===== src/rtl/rxq_pkg.sv =====
package rxq_pkg;
   typedef struct packed {
      logic par;
      logic frm;
      logic brk;
   } rxq_tag_t;

   function automatic logic tag_any(input rxq_tag_t t);
      return t.par | t.frm | t.brk;
   endfunction
endpackage


===== src/rtl/rxq_ptr_ctrl.sv =====
module rxq_ptr_ctrl #(
   parameter int DEPTH = 16,
   localparam int AW    = $clog2(DEPTH),
   localparam int CNT_W = AW + 1
) (
   input  logic             clk,
   input  logic             rst_n,
   input  logic             flush,
   input  logic             push,
   input  logic             pop,
   output logic             wr_ok,
   output logic             rd_ok,
   output logic             full,
   output logic             empty,
   output logic [AW-1:0]    waddr,
   output logic [AW-1:0]    raddr,
   output logic [CNT_W-1:0] level
);
   logic [CNT_W-1:0] wptr_q, rptr_q;

   assign level = wptr_q - rptr_q;
   assign full  = (level == CNT_W'(DEPTH));
   assign empty = (level == '0);
   assign wr_ok = push && !full && !flush;
   assign rd_ok = pop && !empty && !flush;
   assign waddr = wptr_q[AW-1:0];
   assign raddr = rptr_q[AW-1:0];

   always_ff @(posedge clk or negedge rst_n) begin
      if (!rst_n) begin
         wptr_q <= '0;
         rptr_q <= '0;
      end else if (flush) begin
         wptr_q <= '0;
         rptr_q <= '0;
      end else begin
         if (wr_ok) wptr_q <= wptr_q + 1'b1;
         if (rd_ok) rptr_q <= rptr_q + 1'b1;
      end
   end

   // occupancy never exceeds capacity
   a_r1_level_bound: assert property (@(posedge clk) disable iff (!rst_n)
      level <= CNT_W'(DEPTH));
   // flush empties the queue
   a_r5_flush_empty: assert property (@(posedge clk) disable iff (!rst_n)
      flush |=> (level == '0));
   // push with pop in the middle range keeps the level
   a_r10_level_kept: assert property (@(posedge clk) disable iff (!rst_n)
      (push && pop && !flush && !full && !empty) |=> $stable(level));
endmodule


===== src/rtl/rxq_store.sv =====
module rxq_store
   import rxq_pkg::*;
#(
   parameter int DATA_W = 8,
   parameter int DEPTH  = 16,
   localparam int AW    = $clog2(DEPTH)
) (
   input  logic              clk,
   input  logic              rst_n,
   input  logic              we,
   input  logic [AW-1:0]     waddr,
   input  logic [DATA_W-1:0] wdata,
   input  rxq_tag_t          wtag,
   input  logic              re,
   input  logic [AW-1:0]     raddr,
   output rxq_tag_t          head_tag,
   output logic [DATA_W-1:0] rd_data
);
   logic [DATA_W-1:0] dat_q [DEPTH];
   rxq_tag_t          tag_q [DEPTH];

   always_ff @(posedge clk or negedge rst_n) begin
      if (!rst_n) begin
         for (int i = 0; i < DEPTH; i++) begin
            dat_q[i] <= '0;
            tag_q[i] <= '0;
         end
      end else if (we) begin
         dat_q[waddr] <= wdata;
         tag_q[waddr] <= wtag;
      end
   end

   always_ff @(posedge clk or negedge rst_n) begin
      if (!rst_n)  rd_data <= '0;
      else if (re) rd_data <= dat_q[raddr];
   end

   assign head_tag = tag_q[raddr];
endmodule


===== src/rtl/rxq_err_track.sv =====
module rxq_err_track #(
   parameter int DEPTH = 16,
   localparam int CNT_W = $clog2(DEPTH) + 1
) (
   input  logic clk,
   input  logic rst_n,
   input  logic flush,
   input  logic push,
   input  logic full,
   input  logic wr_ok,
   input  logic wr_tagged,
   input  logic rd_ok,
   input  logic head_tagged,
   input  logic stat_rd,
   output logic overrun,
   output logic err_any
);
   logic [CNT_W-1:0] tcnt_q, tcnt_d;
   logic             drop;

   assign drop = push && full && !flush;

   always_comb begin
      if (flush) tcnt_d = '0;
      else tcnt_d = tcnt_q + CNT_W'(wr_ok && wr_tagged) - CNT_W'(rd_ok && head_tagged);
   end

   always_ff @(posedge clk or negedge rst_n) begin
      if (!rst_n) begin
         tcnt_q  <= '0;
         err_any <= 1'b0;
         overrun <= 1'b0;
      end else begin
         tcnt_q <= tcnt_d;
         if (wr_ok && wr_tagged)             err_any <= 1'b1;
         else if (stat_rd && tcnt_d == '0)   err_any <= 1'b0;
         if (drop)         overrun <= 1'b1;
         else if (stat_rd) overrun <= 1'b0;
      end
   end

   // a dropped character raises overrun
   a_r2_drop_overrun: assert property (@(posedge clk) disable iff (!rst_n)
      drop |=> overrun);
   // status read clears overrun when nothing is dropped
   a_r11_ovr_clear: assert property (@(posedge clk) disable iff (!rst_n)
      (stat_rd && !drop) |=> !overrun);
   // a tagged character raises the summary flag
   a_r6_err_set: assert property (@(posedge clk) disable iff (!rst_n)
      (wr_ok && wr_tagged) |=> err_any);
   // the summary flag only falls after a status read
   a_r7_err_fall: assert property (@(posedge clk) disable iff (!rst_n)
      $fell(err_any) |-> $past(stat_rd));
   // tagged entries held imply the summary flag
   a_r7_err_held: assert property (@(posedge clk) disable iff (!rst_n)
      (tcnt_q != '0) |-> err_any);
endmodule


===== src/rtl/rxq_tagged_fifo.sv =====
module rxq_tagged_fifo
   import rxq_pkg::*;
#(
   parameter int DATA_W = 8,
   parameter int DEPTH  = 16,
   localparam int AW    = $clog2(DEPTH),
   localparam int CNT_W = AW + 1
) (
   input  logic              clk,
   input  logic              rst_n,
   input  logic              flush_i,
   input  logic              push_i,
   input  logic [DATA_W-1:0] push_data_i,
   input  logic              push_par_i,
   input  logic              push_frm_i,
   input  logic              push_glitch_i,
   input  logic              push_brk_i,
   input  logic              pop_i,
   input  logic              stat_rd_i,
   output logic [DATA_W-1:0] pop_data_o,
   output logic              head_par_o,
   output logic              head_frm_o,
   output logic              head_brk_o,
   output logic [CNT_W-1:0]  level_o,
   output logic              overrun_o,
   output logic              fifo_err_o
);
   generate
      if (DEPTH < 2 || (DEPTH & (DEPTH - 1)) != 0) begin : g_bad_depth
         $error("rxq_tagged_fifo: DEPTH must be a power of two, at least 2");
      end
      if (DATA_W < 1) begin : g_bad_width
         $error("rxq_tagged_fifo: DATA_W must be positive");
      end
   endgenerate

   logic          wr_ok, rd_ok, full, empty;
   logic [AW-1:0] waddr, raddr;
   rxq_tag_t      wtag, htag_raw, htag;

   assign wtag.par = push_par_i;
   assign wtag.frm = push_frm_i | push_glitch_i;
   assign wtag.brk = push_brk_i;

   rxq_ptr_ctrl #(.DEPTH(DEPTH)) u_ptr (
      .clk(clk), .rst_n(rst_n), .flush(flush_i), .push(push_i), .pop(pop_i),
      .wr_ok(wr_ok), .rd_ok(rd_ok), .full(full), .empty(empty),
      .waddr(waddr), .raddr(raddr), .level(level_o)
   );

   rxq_store #(.DATA_W(DATA_W), .DEPTH(DEPTH)) u_store (
      .clk(clk), .rst_n(rst_n), .we(wr_ok), .waddr(waddr), .wdata(push_data_i),
      .wtag(wtag), .re(rd_ok), .raddr(raddr), .head_tag(htag_raw), .rd_data(pop_data_o)
   );

   assign htag       = empty ? '0 : htag_raw;
   assign head_par_o = htag.par;
   assign head_frm_o = htag.frm;
   assign head_brk_o = htag.brk;

   rxq_err_track #(.DEPTH(DEPTH)) u_err (
      .clk(clk), .rst_n(rst_n), .flush(flush_i), .push(push_i), .full(full),
      .wr_ok(wr_ok), .wr_tagged(tag_any(wtag)), .rd_ok(rd_ok),
      .head_tagged(tag_any(htag)), .stat_rd(stat_rd_i),
      .overrun(overrun_o), .err_any(fifo_err_o)
   );

   // popping an empty queue leaves the output character alone
   a_r9_empty_pop: assert property (@(posedge clk) disable iff (!rst_n)
      (pop_i && level_o == '0 && !flush_i) |=> $stable(pop_data_o));
   // no tags are shown while empty
   a_r8_empty_tags: assert property (@(posedge clk) disable iff (!rst_n)
      (level_o == '0) |-> !(head_par_o || head_frm_o || head_brk_o));
endmodule


===== config.mk =====
export PLATFORM = sky130hd
export DESIGN_NAME = rxq_tagged_fifo
export DESIGN_NICKNAME = d
export VERILOG_FILES = /design/src/rtl/rxq_pkg.sv /design/src/rtl/rxq_ptr_ctrl.sv /design/src/rtl/rxq_store.sv /design/src/rtl/rxq_err_track.sv /design/src/rtl/rxq_tagged_fifo.sv
export SDC_FILE = /design/constraint.sdc
export NUM_CORES = 1
export LEC_CHECK = 0
export BUFFER_PORTS_ARGS = -buffer_cell sky130_fd_sc_hd__buf_2
export CAP_MARGIN = 25
export CORE_MARGIN = 4
export CORE_UTILIZATION = 25
export DETAILED_ROUTE_END_ITERATION = 16
export PLACE_DENSITY = 0.45
export REMOVE_ABC_BUFFERS = 1
export SLEW_MARGIN = 0
export SYNTH_ARGS = -nofsm -noshare
export SYNTH_HDL_FRONTEND = slang
export SYNTH_SLANG_ARGS = --single-unit

===== constraint.sdc =====
create_clock -name clk -period 14.7 [get_ports clk]
set_input_delay 2.94 -clock clk [delete_from_list [all_inputs] [get_ports clk]]
set_output_delay 2.94 -clock clk [all_outputs]
set_load 0.005 [all_outputs]

==> results.py, run 1 <==
metrics = {
    "critical_path": {
        "endpoint_kind": "output port",
        "path_max_fanout": 12,
        "crit_family": "buffers and inverters",
        "slowest_stage": "inv_1",
        "cpPeakStageDelay_ns": 0.71,
        "startpoint_type": "flip-flop",
        "critPathBufInv": 2,
        "critical_path_class": "reg -> out",
        "worst-endpoint-required_ns": 11.76,
        "path_cells": "inv_1 > ha_1 > nor2b_1 > o21ai_1 > and3_1 > o221a_1 > nor2_1 > buf_2",
        "cp.arrival_ns": 3.38,
    },
    "final_layout": {
        "n_antenna_cell": 0,
        "area_growth_syn_to_layout_pct": 16.0,
        "fin_util": 0.294,
        "instances_no_fill": 1203,
        "final_common_cell": "dfrtp_1",
        "fin_area_mm2": 0.0111,
        "final_nets": 711,
        "final_cell_mix": "dfrtp_1 (199), mux2_1 (104), mux2_2 (74)",
        "drive_gt1_frac": 0.337,
    },
    "grt": {
        "grt_max_degree": 76,
        "track_usage": 0.116,
        "grt_overflow": 0,
        "antenna_found_initial": 0,
        "grt_pass1_vias": 5637,
        "grt_pass1_wl_um": 37200,
    },
    "sta": {
        "timing.final.crit_share": 0.430,
        "hold_viol_final": 0,
        "tightest_slew_ns": 1.08,
        "clock.fmax_ghz": 0.158,
        "maxSlewHeadroom": 0.279,
        "drv_slew": 0,
        "postLayoutSetupSlackWorst_ns": 8.38,
        "fin_tns_setup_ns": 0,
        "rsz0062_at_grt": "no",
        "period_minus_slack_ns": 6.32,
        "setup_violations": 0,
        "clock_skew_ns": 0.0129,
    },
    "floorplanning": {
        "core_area_mm2": 0.0378,
        "die_h_um": 204,
        "die_x_um": 204,
        "start_util": 0.254,
        "dieArea_mm2": 0.0415,
        "fp-row-count": 71,
        "ios": 36,
    },
    "synth": {
        "synthSimpleGateAreaFrac": 0.0454,
        "synth_area_leader_cell": "dfrtp_1",
        "synth-compound-area-share": 0.0206,
        "synth_top_cell_area_share": 0.525,
        "ys_ff_latch": 201,
        "synth_xor_area_frac": 0.00548,
        "synth_mux_area_frac": 0.348,
        "synth_edf_count": 0,
        "syn-cell-area_mm2": 0.00958,
        "synthDistinctLibCells": 40,
        "synth_area_leaders": "dfrtp_1 (52%), mux4_2 (12%), mux2_1 (12%), mux2_2 (8.7%), ha_1 (1.8%)",
        "yosys.area_share.adder": 0.0225,
        "yosys_warnings": 0,
        "avgSynthCellArea_um2": 14.9,
        "async_flop_share": 1.00,
        "synthFlopType": "dfrtp_1",
        "synthCells": 643,
        "ys_seq_area_frac": 0.525,
        "synth_top_family_by_area": "multiplexers",
    },
    "cts": {
        "ctsResizeCount": 0,
        "clkLatencyLatePin_ns": 0.52,
        "cts_tree": "done",
        "cts_made_buffers": 24,
        "cts-root-buf": "clkbuf_16",
        "hold_buffers": 0,
        "cts_sinks": 201,
        "path_clk_slew_ns": 0.05,
        "cts_buffer_depth": 3,
        "post_cts_buffers": 0,
        "cts_max_level": 1,
    },
    "status": {
        "status": "complete, no violations",
    },
    "drt": {
        "num_vias": 5385,
        "wl_met3_um": 772,
        "firstDrtPassIters": 4,
        "wl_met2_um": 10500,
        "drtAntennaViolNets": 0,
        "finalWirelength_um": 23900,
        "vias_per_cell": 4.48,
        "top_layer_used": "met4",
        "m1WireLength_um": 12100,
        "drt_iter0_drc": 259,
        "wire_per_inst_um": 19.9,
        "route.detailed.drc": 0,
    },
    "placement": {
        "gp_congestion": 0.744,
        "post-place-ws_ns": 8.79,
        "port_buffers": 35,
        "dp_hpwl_um": 14200,
        "dpl_cell_area_mm2": 0.0103,
        "dp.cells": 1160,
    },
    "run": {
        "maxCapViolCount": 0,
    },
    "pwr": {
        "vdd_drop_max_mv": 0.0554,
        "power.density_mw_per_mm2": 159,
        "p_leak_nw": 5.14,
    },
    "worst_hold_path": {
        "hold_path_class": "reg -> reg",
    },
}
worst reg2reg max path: cells and delay by family, from the launching register on:
kind / cells / cell delay (ns)
AO/OA/AOI/OAI: 5 / 1.23
adder cells (fa/ha/maj): 4 / 1.20
buffers and inverters: 3 / 1.07
flip-flops: 1 / 0.42
AND/OR/NAND/NOR: 5 / 1.06
state kept, by name, summed over array words and instances, names as in the netlist:
signal           count
u_store.dat_q      128
u_ptr.rptr_q         5
u_ptr.wptr_q         5
u_err.tcnt_q         5
u_err.overrun        1
u_store.rd_data      8
u_store.tag_q       48
u_err.err_any        1
cell families (layout without fill, tap and decap cells):
group	Yosys count	count (layout)
mux	241	241
flops	201	201
simple gates	89	89
buf+inv	60	109
compound gates	30	30
fa+ha+maj	16	16
xor+xnor	6	6
final cells by class:
class	count	area (um^2)
Sequential cell	201	5040
Timing Repair Buffer	53	359
Tap cell	511	639
Clock inverter	4	56.3
Clock buffer	37	719
Fill cell	3802	26600
Multi-Input combinational cell	382	4250
Inverter	15	56.3
cells in the mapped netlist (2+ instances only):
cell        n
clkbuf_1   19
mux2_2     74
a22o_1      2
buf_4      13
a221oi_1    2
nand3_1     3
a21oi_1     9
nor2b_1     8
nand2b_1    6
o21ai_0     7
buf_6       4
dfrtp_1   201
mux2_4      8
buf_2       8
nor2_1     31
mux2_1    104
mux4_2     53
ha_1       14
xor2_1      3
or3_1       6
inv_1      15
fa_1        2
mux2i_1     2
o21a_1      3
nor3_1      6
nand2_1    20
xnor2_1     3
a21o_1      3
nand4_1     3
path summary, 6_finish.rpt:
path	slack [ns]	cells after the start	end	start
worst max-delay path	8.38	8	head_frm_o	u_ptr.rptr_q[2]
worst min register to register	0.48	1	u_store.dat_q[76]	u_store.dat_q[76]
worst min-delay path	0.48	1	u_store.dat_q[76]	u_store.dat_q[76]
worst max register to register	9.61	17	u_err.err_any	u_ptr.rptr_q[2]
min in group asynchronous	2.39	1	u_store.dat_q[125]	rst_n
max in group asynchronous	11.30	3	u_store.dat_q[8]	rst_n
metrics by stage:
step / total power, mW / hold WS, ns
after global routing: 1.88 / 0.499
after CTS: 1.81 / 0.481
after global placement: 1.21 / 0.462
after floorplan: 1.04 / 0.452
final: 1.77 / 0.479
after detailed placement: 1.21 / 0.469
power breakdown:
group          internal (mW)  switching (mW)  leakage [nW]
clock network          0.352           0.229         0.382
registers              0.647          0.0863          2.71
logic                  0.254           0.204          2.05
per-layer routing:
layer / up-vias / track usage
li1: 2420 / -
met1: 2845 / 0.178
met2: 87 / 0.174
met3: 33 / 0.0188
met4: 0 / 0.0243
met5: - / 0
No activity file was read; power rests on OpenSTA's default activity.
==> run 2: changes to the inputs <==
--- a/config.mk
+++ b/config.mk
@@ -5,12 +5,13 @@
 export SDC_FILE = /design/constraint.sdc
 export NUM_CORES = 1
 export LEC_CHECK = 0
+export ABC_AREA = 1
 export BUFFER_PORTS_ARGS = -buffer_cell sky130_fd_sc_hd__buf_2
 export CAP_MARGIN = 25
 export CORE_MARGIN = 4
 export CORE_UTILIZATION = 25
 export DETAILED_ROUTE_END_ITERATION = 16
-export PLACE_DENSITY = 0.45
+export PLACE_DENSITY = 0.46
 export REMOVE_ABC_BUFFERS = 1
 export SLEW_MARGIN = 0
 export SYNTH_ARGS = -nofsm -noshare
==> constraint.sdc (replaced) <==
create_clock -name clk -period 5.1 [get_ports clk]
set_input_delay 1.02 -clock clk [delete_from_list [all_inputs] [get_ports clk]]
set_output_delay 1.02 -clock clk [all_outputs]
set_load 0.005 [all_outputs]
==> run 2 against run 1 <==
Net effect: first-iteration DRC count increased to 3.0 times the previous value; highest routed layer unchanged; cell area about the same; non-clock buffer count decreased by 4; flip-flop and latch count unchanged; critical endpoint is now u_err.err_any; critical path type is now reg -> reg; routed wire length increased by 18%; sequential share of layout area decreased by 0.071 points.
==> results.py, run 2 <==
metrics = {
    "drt": {
        "num_vias": 7780,
        "finalWirelength_um": 28100,
        "wire_per_inst_um": 16.6,
        "firstDrtPassIters": 5,
        "vias_per_cell": 4.59,
        "route.detailed.drc": 0,
        "drt_iter0_drc": 775,
        "drtAntennaViolNets": 0,
    },
    "floorplanning": {
        "ios": 36,
        "die_x_um": 208,
        "die_h_um": 208,
        "core_area_mm2": 0.0390,
        "dieArea_mm2": 0.0432,
        "fp-row-count": 72,
        "start_util": 0.256,
    },
    "pwr": {
        "seqPwrFrac": 0.367,
        "power.density_mw_per_mm2": 489,
        "p_total_mw": 5.44,
        "switchingPower_mw": 2.02,
        "swShare": 0.372,
        "p_leak_nw": 5.04,
        "p_int_mw": 3.41,
        "power_frac_comb": 0.336,
        "power_frac_clock": 0.297,
        "vdd_drop_max_mv": 0.179,
    },
    "synth": {
        "synth_xor_area_frac": 0.00702,
        "synth_commonest_cells": "nand2_1 (305), dfrtp_1 (201), o21ai_1 (116)",
        "synth_area_leaders": "dfrtp_1 (50%), nand2_1 (11%), o21ai_1 (5.8%), o21ai_0 (5.6%), nor2_1 (4.0%)",
        "avgSynthCellArea_um2": 8.53,
        "synth_mux_area_frac": 0,
        "synthDistinctLibCells": 29,
        "ys_seq_area_frac": 0.504,
        "synth.most_common_cell": "nand2_1",
        "synthCells": 1170,
        "synth_top_family_by_area": "simple AND/OR/NAND/NOR gates",
        "async_flop_share": 1.00,
        "syn-cell-area_mm2": 0.00998,
        "synthFlopType": "dfrtp_1",
        "synth_area_leader_cell": "dfrtp_1",
        "synth_top_cell_area_share": 0.504,
        "synth-compound-area-share": 0.163,
        "yosys.area_share.adder": 0.0216,
        "ys_ff_latch": 201,
        "yosys_warnings": 0,
        "synthSimpleGateAreaFrac": 0.225,
        "synth_edf_count": 0,
    },
    "final_layout": {
        "n_antenna_cell": 0,
        "fin_util": 0.285,
        "top_regs": "u_store.dat_q: 128 flops, u_store.tag_q: 48 flops, u_store.rd_data: 8 flops",
        "fill_cells": 4246,
        "fin_area_mm2": 0.0111,
        "final_cell_mix": "nand2_1 (305), dfrtp_1 (199), o21ai_1 (116)",
        "final_common_cell": "nand2_1",
        "instances_no_fill": 1694,
        "top_register": "u_store.dat_q",
        "drive_gt1_frac": 0.114,
        "largest_reg_flops": 128,
        "area_growth_syn_to_layout_pct": 11.5,
        "final_nets": 1195,
    },
    "critical_path": {
        "r2r_start": "u_ptr.wptr_q[0]",
        "cpPeakStageDelay_ns": 0.45,
        "cp.arrival_ns": 4.44,
        "endpoint_kind": "flip-flop",
        "slowest_stage": "dfrtp_1",
        "worst-endpoint-required_ns": 5.48,
        "timing.rr.end": "u_err.err_any",
        "worstRegToRegCells": 23,
        "path_max_fanout": 11,
        "critical_path_class": "reg -> reg",
        "startpoint_type": "flip-flop",
        "path_cells": "inv_1 > ha_1 > fa_1 > nand3b_1 > nand2_1 > nand2_1 > nand2_2 > nand3_2 > nand2_2 > nor2_1 > buf_4 > nand2_1 > inv_1 > ha_1 > inv_1 > ha_1 > fa_1 > inv_1 > nor2_1 > nor4b_1 > nand3_1 > nand2_1 > o21ai_0",
        "r2r_setup_slack_ns": 1.05,
    },
    "grt": {
        "grt_pass1_wl_um": 45700,
        "grt_use_met3": 0.0193,
        "met1_usage": 0.190,
        "grt_overflow": 0,
        "gr-usage-met2": 0.204,
        "track_usage": 0.129,
        "grt_max_degree": 120,
        "grt_busiest_layer": "met2",
        "antenna_found_initial": 1,
        "grt_pass1_vias": 7675,
    },
    "sta": {
        "period_minus_slack_ns": 4.05,
        "tightest_slew_ns": 1.02,
        "hold_viol_final": 0,
        "timing.final.crit_share": 0.795,
        "fin_tns_setup_ns": 0,
        "drv_slew": 0,
        "setup_violations": 0,
        "rsz0062_at_grt": "no",
        "maxSlewHeadroom": 0.316,
        "postLayoutSetupSlackWorst_ns": 1.05,
        "holdWs_ns": 0.447,
        "clock_skew_ns": 0.0121,
        "clock.fmax_ghz": 0.247,
    },
    "placement": {
        "dpl_cell_area_mm2": 0.0103,
        "post-place-ws_ns": 1.06,
        "gp_congestion": 0.789,
        "port_buffers": 35,
        "dp.cells": 1651,
        "dp_hpwl_um": 16700,
    },
    "cts": {
        "cts_buffer_depth": 3,
        "ctsResizeCount": 0,
        "clkLatencyLatePin_ns": 0.52,
        "hold_buffers": 0,
        "cts_max_level": 1,
        "cts-root-buf": "clkbuf_16",
        "cts_sinks": 201,
        "cts_tree": "done",
        "post_cts_buffers": 0,
        "path_clk_slew_ns": 0.06,
        "cts_made_buffers": 24,
    },
    "status": {
        "status": "complete, no violations",
    },
    "worst_hold_path": {
        "hold_path_class": "in -> async",
    },
    "run": {
        "maxCapViolCount": 0,
    },
}
run 2: cell types whose count changed after synthesis, sizes merged, moves of 7 or more:
cell    change
clkbuf     +17
mux4       -53
buf        +22
a21oi       -7
nand3      +86
mux2      -186
o21ai     +247
nor2       +76
o22ai      +17
nor2b       -8
nand2     +288
o211ai     +17
inv        +44
run 2: area by class of cell:
class | instances | area, um^2 | share of cell area
sequential | 201 | 5030 | 0.452
multi-input combinational | 826 | 4150 | 0.373
clock buffer | 37 | 711 | 0.0639
tap | 518 | 648 | 0.0583
timing repair buffer | 49 | 334 | 0.0300
inverter | 59 | 221 | 0.0199
clock inverter | 4 | 23.8 | 0.00214
run 2: worst max-delay path: cells and delay by family, from the launching register on:
family / cells / cell delay [ns]
AO/OA/AOI/OAI: 1 / 0.07
AND/OR/NAND/NOR: 12 / 1.44
adder cells (fa/ha/maj): 5 / 1.51
buffers and inverters: 5 / 0.44
flip-flops: 1 / 0.45
run 2: worst max path at each step:
stage               startpoint       endpoint  slack (ns)  cells after the start
2_1_floorplan  u_ptr.rptr_q[0]  u_err.err_any        0.33                     19
4_1_cts        u_ptr.wptr_q[0]  u_err.err_any        1.05                     23
5_1_grt        u_ptr.wptr_q[0]  u_err.err_any        0.64                     23
3_5_place_dp   u_ptr.wptr_q[0]  u_err.err_any        1.06                     23
3_3_place_gp   u_ptr.wptr_q[0]  u_err.err_any        1.13                     23
6_report       u_ptr.wptr_q[0]  u_err.err_any        1.05                     23
run 2: power by group through the flow:
stage | clock network [mW] | registers, mW | logic, mW
after global placement | 0 | 2.02 | 1.83
after detailed placement | 0 | 2.02 | 1.83
after CTS | 1.67 | 2.00 | 1.84
final | 1.61 | 2.00 | 1.82
after floorplan | 0 | 2.05 | 1.13
after global routing | 1.74 | 2.04 | 2.07
run 2: metal layers:
layer | part of all wire | wire (um) | vias to the layer above
met5 | 0 | 0 | -
met4 | 0.013 | 370 | 0
met3 | 0.045 | 1260 | 26
met2 | 0.45 | 12500 | 157
met1 | 0.50 | 14000 | 3752
li1 | - | - | 3845
run 2: cells by family after synthesis:
kind of cell	after synthesis
AOI/OAI and AO/OA	291
adders and majority gates	16
and+or+nand+nor	511
xor gates and xnor gates	8
DFF	201
buffers and inverters	143
==> run 3: changes to the inputs <==
--- a/config.mk
+++ b/config.mk
@@ -5,13 +5,13 @@
 export SDC_FILE = /design/constraint.sdc
 export NUM_CORES = 1
 export LEC_CHECK = 0
-export ABC_AREA = 1
+export ABC_AREA = 0
 export BUFFER_PORTS_ARGS = -buffer_cell sky130_fd_sc_hd__buf_2
 export CAP_MARGIN = 25
 export CORE_MARGIN = 4
 export CORE_UTILIZATION = 25
 export DETAILED_ROUTE_END_ITERATION = 16
-export PLACE_DENSITY = 0.46
+export PLACE_DENSITY = 0.45
 export REMOVE_ABC_BUFFERS = 1
 export SLEW_MARGIN = 0
 export SYNTH_ARGS = -nofsm -noshare
==> constraint.sdc (replaced) <==
create_clock -name clk -period 4 [get_ports clk]
set_input_delay 0.8 -clock clk [delete_from_list [all_inputs] [get_ports clk]]
set_output_delay 0.8 -clock clk [all_outputs]
set_load 0.005 [all_outputs]
==> run 3 against run 2 <==
Net effect: first-iteration DRC count decreased by 67%; die area decreased by 3.8%; clock power increased by 37%; non-clock buffer count increased by 50; cell area increased by 3.7%; maximum frequency increased by 3.1%; hold slack got worse by 0.079 ns; routed wire length decreased by 14%; total power increased by 26%; register-to-register slack got worse by 0.98 ns; via count decreased by 28%.
==> results.py, run 3 (synthesis gave the netlist of run 1 again) <==
metrics = {
    "status": {
        "status": "complete, no violations",
    },
    "drt": {
        "vias_per_cell": 4.48,
        "route.detailed.drc": 0,
        "num_vias": 5600,
        "drtAntennaViolNets": 0,
        "finalWirelength_um": 24300,
        "drt_iter0_drc": 259,
        "wire_per_inst_um": 19.4,
        "firstDrtPassIters": 4,
    },
    "placement": {
        "dp_hpwl_um": 15700,
        "port_buffers": 35,
        "gp_congestion": 0.725,
        "post-place-ws_ns": -0.115,
    },
    "grt": {
        "track_usage": 0.119,
        "antenna_found_initial": 0,
        "grt_overflow": 0,
        "grt_pass1_vias": 5861,
        "grt_max_degree": 96,
        "grt_pass1_wl_um": 38000,
    },
    "sta": {
        "clock_skew_ns": 0.0138,
        "postLayoutSetupSlackWorst_ns": 0.0694,
        "setup_violations": 0,
        "maxSlewHeadroom": 0.438,
        "rsz0062_at_grt": "yes",
        "tightest_slew_ns": 0.843,
        "clock.fmax_ghz": 0.254,
        "period_minus_slack_ns": 3.93,
        "timing.final.crit_share": 0.983,
        "drv_slew": 0,
        "hold_viol_final": 0,
    },
    "cts": {
        "clkLatencyLatePin_ns": 0.52,
        "cts_buffer_depth": 3,
        "cts_max_level": 1,
        "hold_buffers": 0,
        "cts_tree": "done",
        "cts-root-buf": "clkbuf_16",
        "path_clk_slew_ns": 0.06,
        "cts_made_buffers": 24,
        "cts_sinks": 201,
    },
    "final_layout": {
        "fin_util": 0.306,
        "final_nets": 757,
        "area_growth_syn_to_layout_pct": 20.4,
        "final_common_cell": "dfrtp_1",
        "drive_gt1_frac": 0.388,
        "final_cell_mix": "dfrtp_1 (199), mux2_1 (104), mux2_2 (74)",
        "top_register": "u_store.dat_q",
        "top_regs": "u_store.dat_q: 128 flops, u_store.tag_q: 48 flops, u_store.rd_data: 8 flops",
        "largest_reg_flops": 128,
        "n_antenna_cell": 0,
    },
    "floorplanning": {
        "ios": 36,
        "fp-row-count": 71,
        "start_util": 0.254,
        "core_area_mm2": 0.0378,
        "dieArea_mm2": 0.0415,
        "die_x_um": 204,
        "die_h_um": 204,
    },
    "critical_path": {
        "path_max_fanout": 11,
        "startpoint_type": "flip-flop",
        "worstRegToRegCells": 13,
        "cp.arrival_ns": 4.32,
        "endpoint_kind": "flip-flop",
        "timing.rr.end": "u_err.err_any",
        "worst-endpoint-required_ns": 4.39,
        "critical_path_class": "reg -> reg",
        "r2r_start": "u_ptr.rptr_q[0]",
        "r2r_setup_slack_ns": 0.07,
    },
    "pwr": {
        "power_frac_clock": 0.320,
        "p_leak_nw": 5.41,
        "power.density_mw_per_mm2": 595,
        "p_int_mw": 4.88,
        "power_frac_comb": 0.310,
        "seqPwrFrac": 0.371,
        "swShare": 0.290,
        "switchingPower_mw": 1.99,
        "vdd_drop_max_mv": 0.296,
    },
    "run": {
        "maxCapViolCount": 0,
    },
    "worst_hold_path": {
        "hold_path_class": "in -> async",
    },
}
-- run 3: cell count changes in the layout (fill, tap and decap cells not counted), sizes merged, moves of 7 or more --
cell	change
nor2	-76
a21oi	+7
o22ai	-17
inv	-44
o211ai	-17
o21ai	-247
mux4	+53
nand2	-288
nand3	-86
mux2	+186
nor2b	+8
buf	+50
-- run 3: cell type report --
class / count / area [um^2]
Fill cell: 3768 / 26200
Sequential cell: 201 / 5030
Multi-Input combinational cell: 382 / 4310
Clock buffer: 37 / 709
Timing Repair Buffer: 99 / 706
Tap cell: 511 / 639
Clock inverter: 4 / 81.3
Inverter: 15 / 56.3
-- run 3: stage by stage --
step                      setup TNS [ns]  hold WS, ns  cells  total power, mW  area, um^2
after floorplan                   -36.50        0.452    598             3.83        9330
after global placement           -0.0687        0.462   1205             4.64       10600
after detailed placement          -0.115        0.469   1205             4.65       10600
after CTS                              0        0.419   1247             6.91       11500
after global routing              -0.115        0.418   1249             7.29       11500
final                                  0        0.368   1249             6.87       11500
-- run 3: worst max-delay path by stage --
stage                          startpoint       endpoint  slack [ns]  cells past startpoint
final                     u_ptr.rptr_q[0]  u_err.err_any        0.07                     13
after global routing      u_ptr.rptr_q[0]  u_err.err_any       -0.12                     16
after CTS                 u_ptr.rptr_q[0]  u_err.err_any       0.004                     16
after detailed placement  u_ptr.rptr_q[0]  u_err.err_any       -0.12                     16
after global placement    u_ptr.rptr_q[0]  u_err.err_any       -0.07                     16
after floorplan           u_ptr.rptr_q[0]  u_err.err_any       -1.71                     16
-- run 3: critical path, stage by stage, from the launching register on --
cell,delay (ns)
dfrtp_4,0.45
buf_12,0.15
buf_6,0.14
mux4_2,0.49
mux4_2,0.54
o21a_1,0.22
ha_1,0.29
inv_1,0.06
ha_2,0.18
fa_1,0.42
nor2b_4,0.14
or3b_4,0.37
o41ai_2,0.28
nand2b_1,0.09
-- run 3: repair_timing --
item | 4_1_cts | 5_1_grt
buffers inserted | 1 | 2
pin swaps | 1 | 9
hold endpoints to repair | 0 | 0
cloned | 0 | 0
gates resized for setup | 6 | 10
setup endpoints to repair | 1 | 1
-- run 3: layer usage --
metal  vias up  track usage  wire (um)
met2        95        0.181      10700
met1      2949        0.181      12000
met5         -            0          0
met4         0       0.0270        546
li1       2516            -          -
met3        40       0.0170       1000
-- run 3: power groups by stage --
| stage | clock (mW) | sequential (mW) | combinational (mW) |
|---|---|---|---|
| 2_1_floorplan | 0 | 2.64 | 1.18 |
| 3_3_place_gp | 0 | 2.58 | 2.06 |
| 3_5_place_dp | 0 | 2.58 | 2.07 |
| 4_1_cts | 2.26 | 2.55 | 2.11 |
| 5_1_grt | 2.34 | 2.59 | 2.35 |
| 6_report | 2.20 | 2.55 | 2.13 |
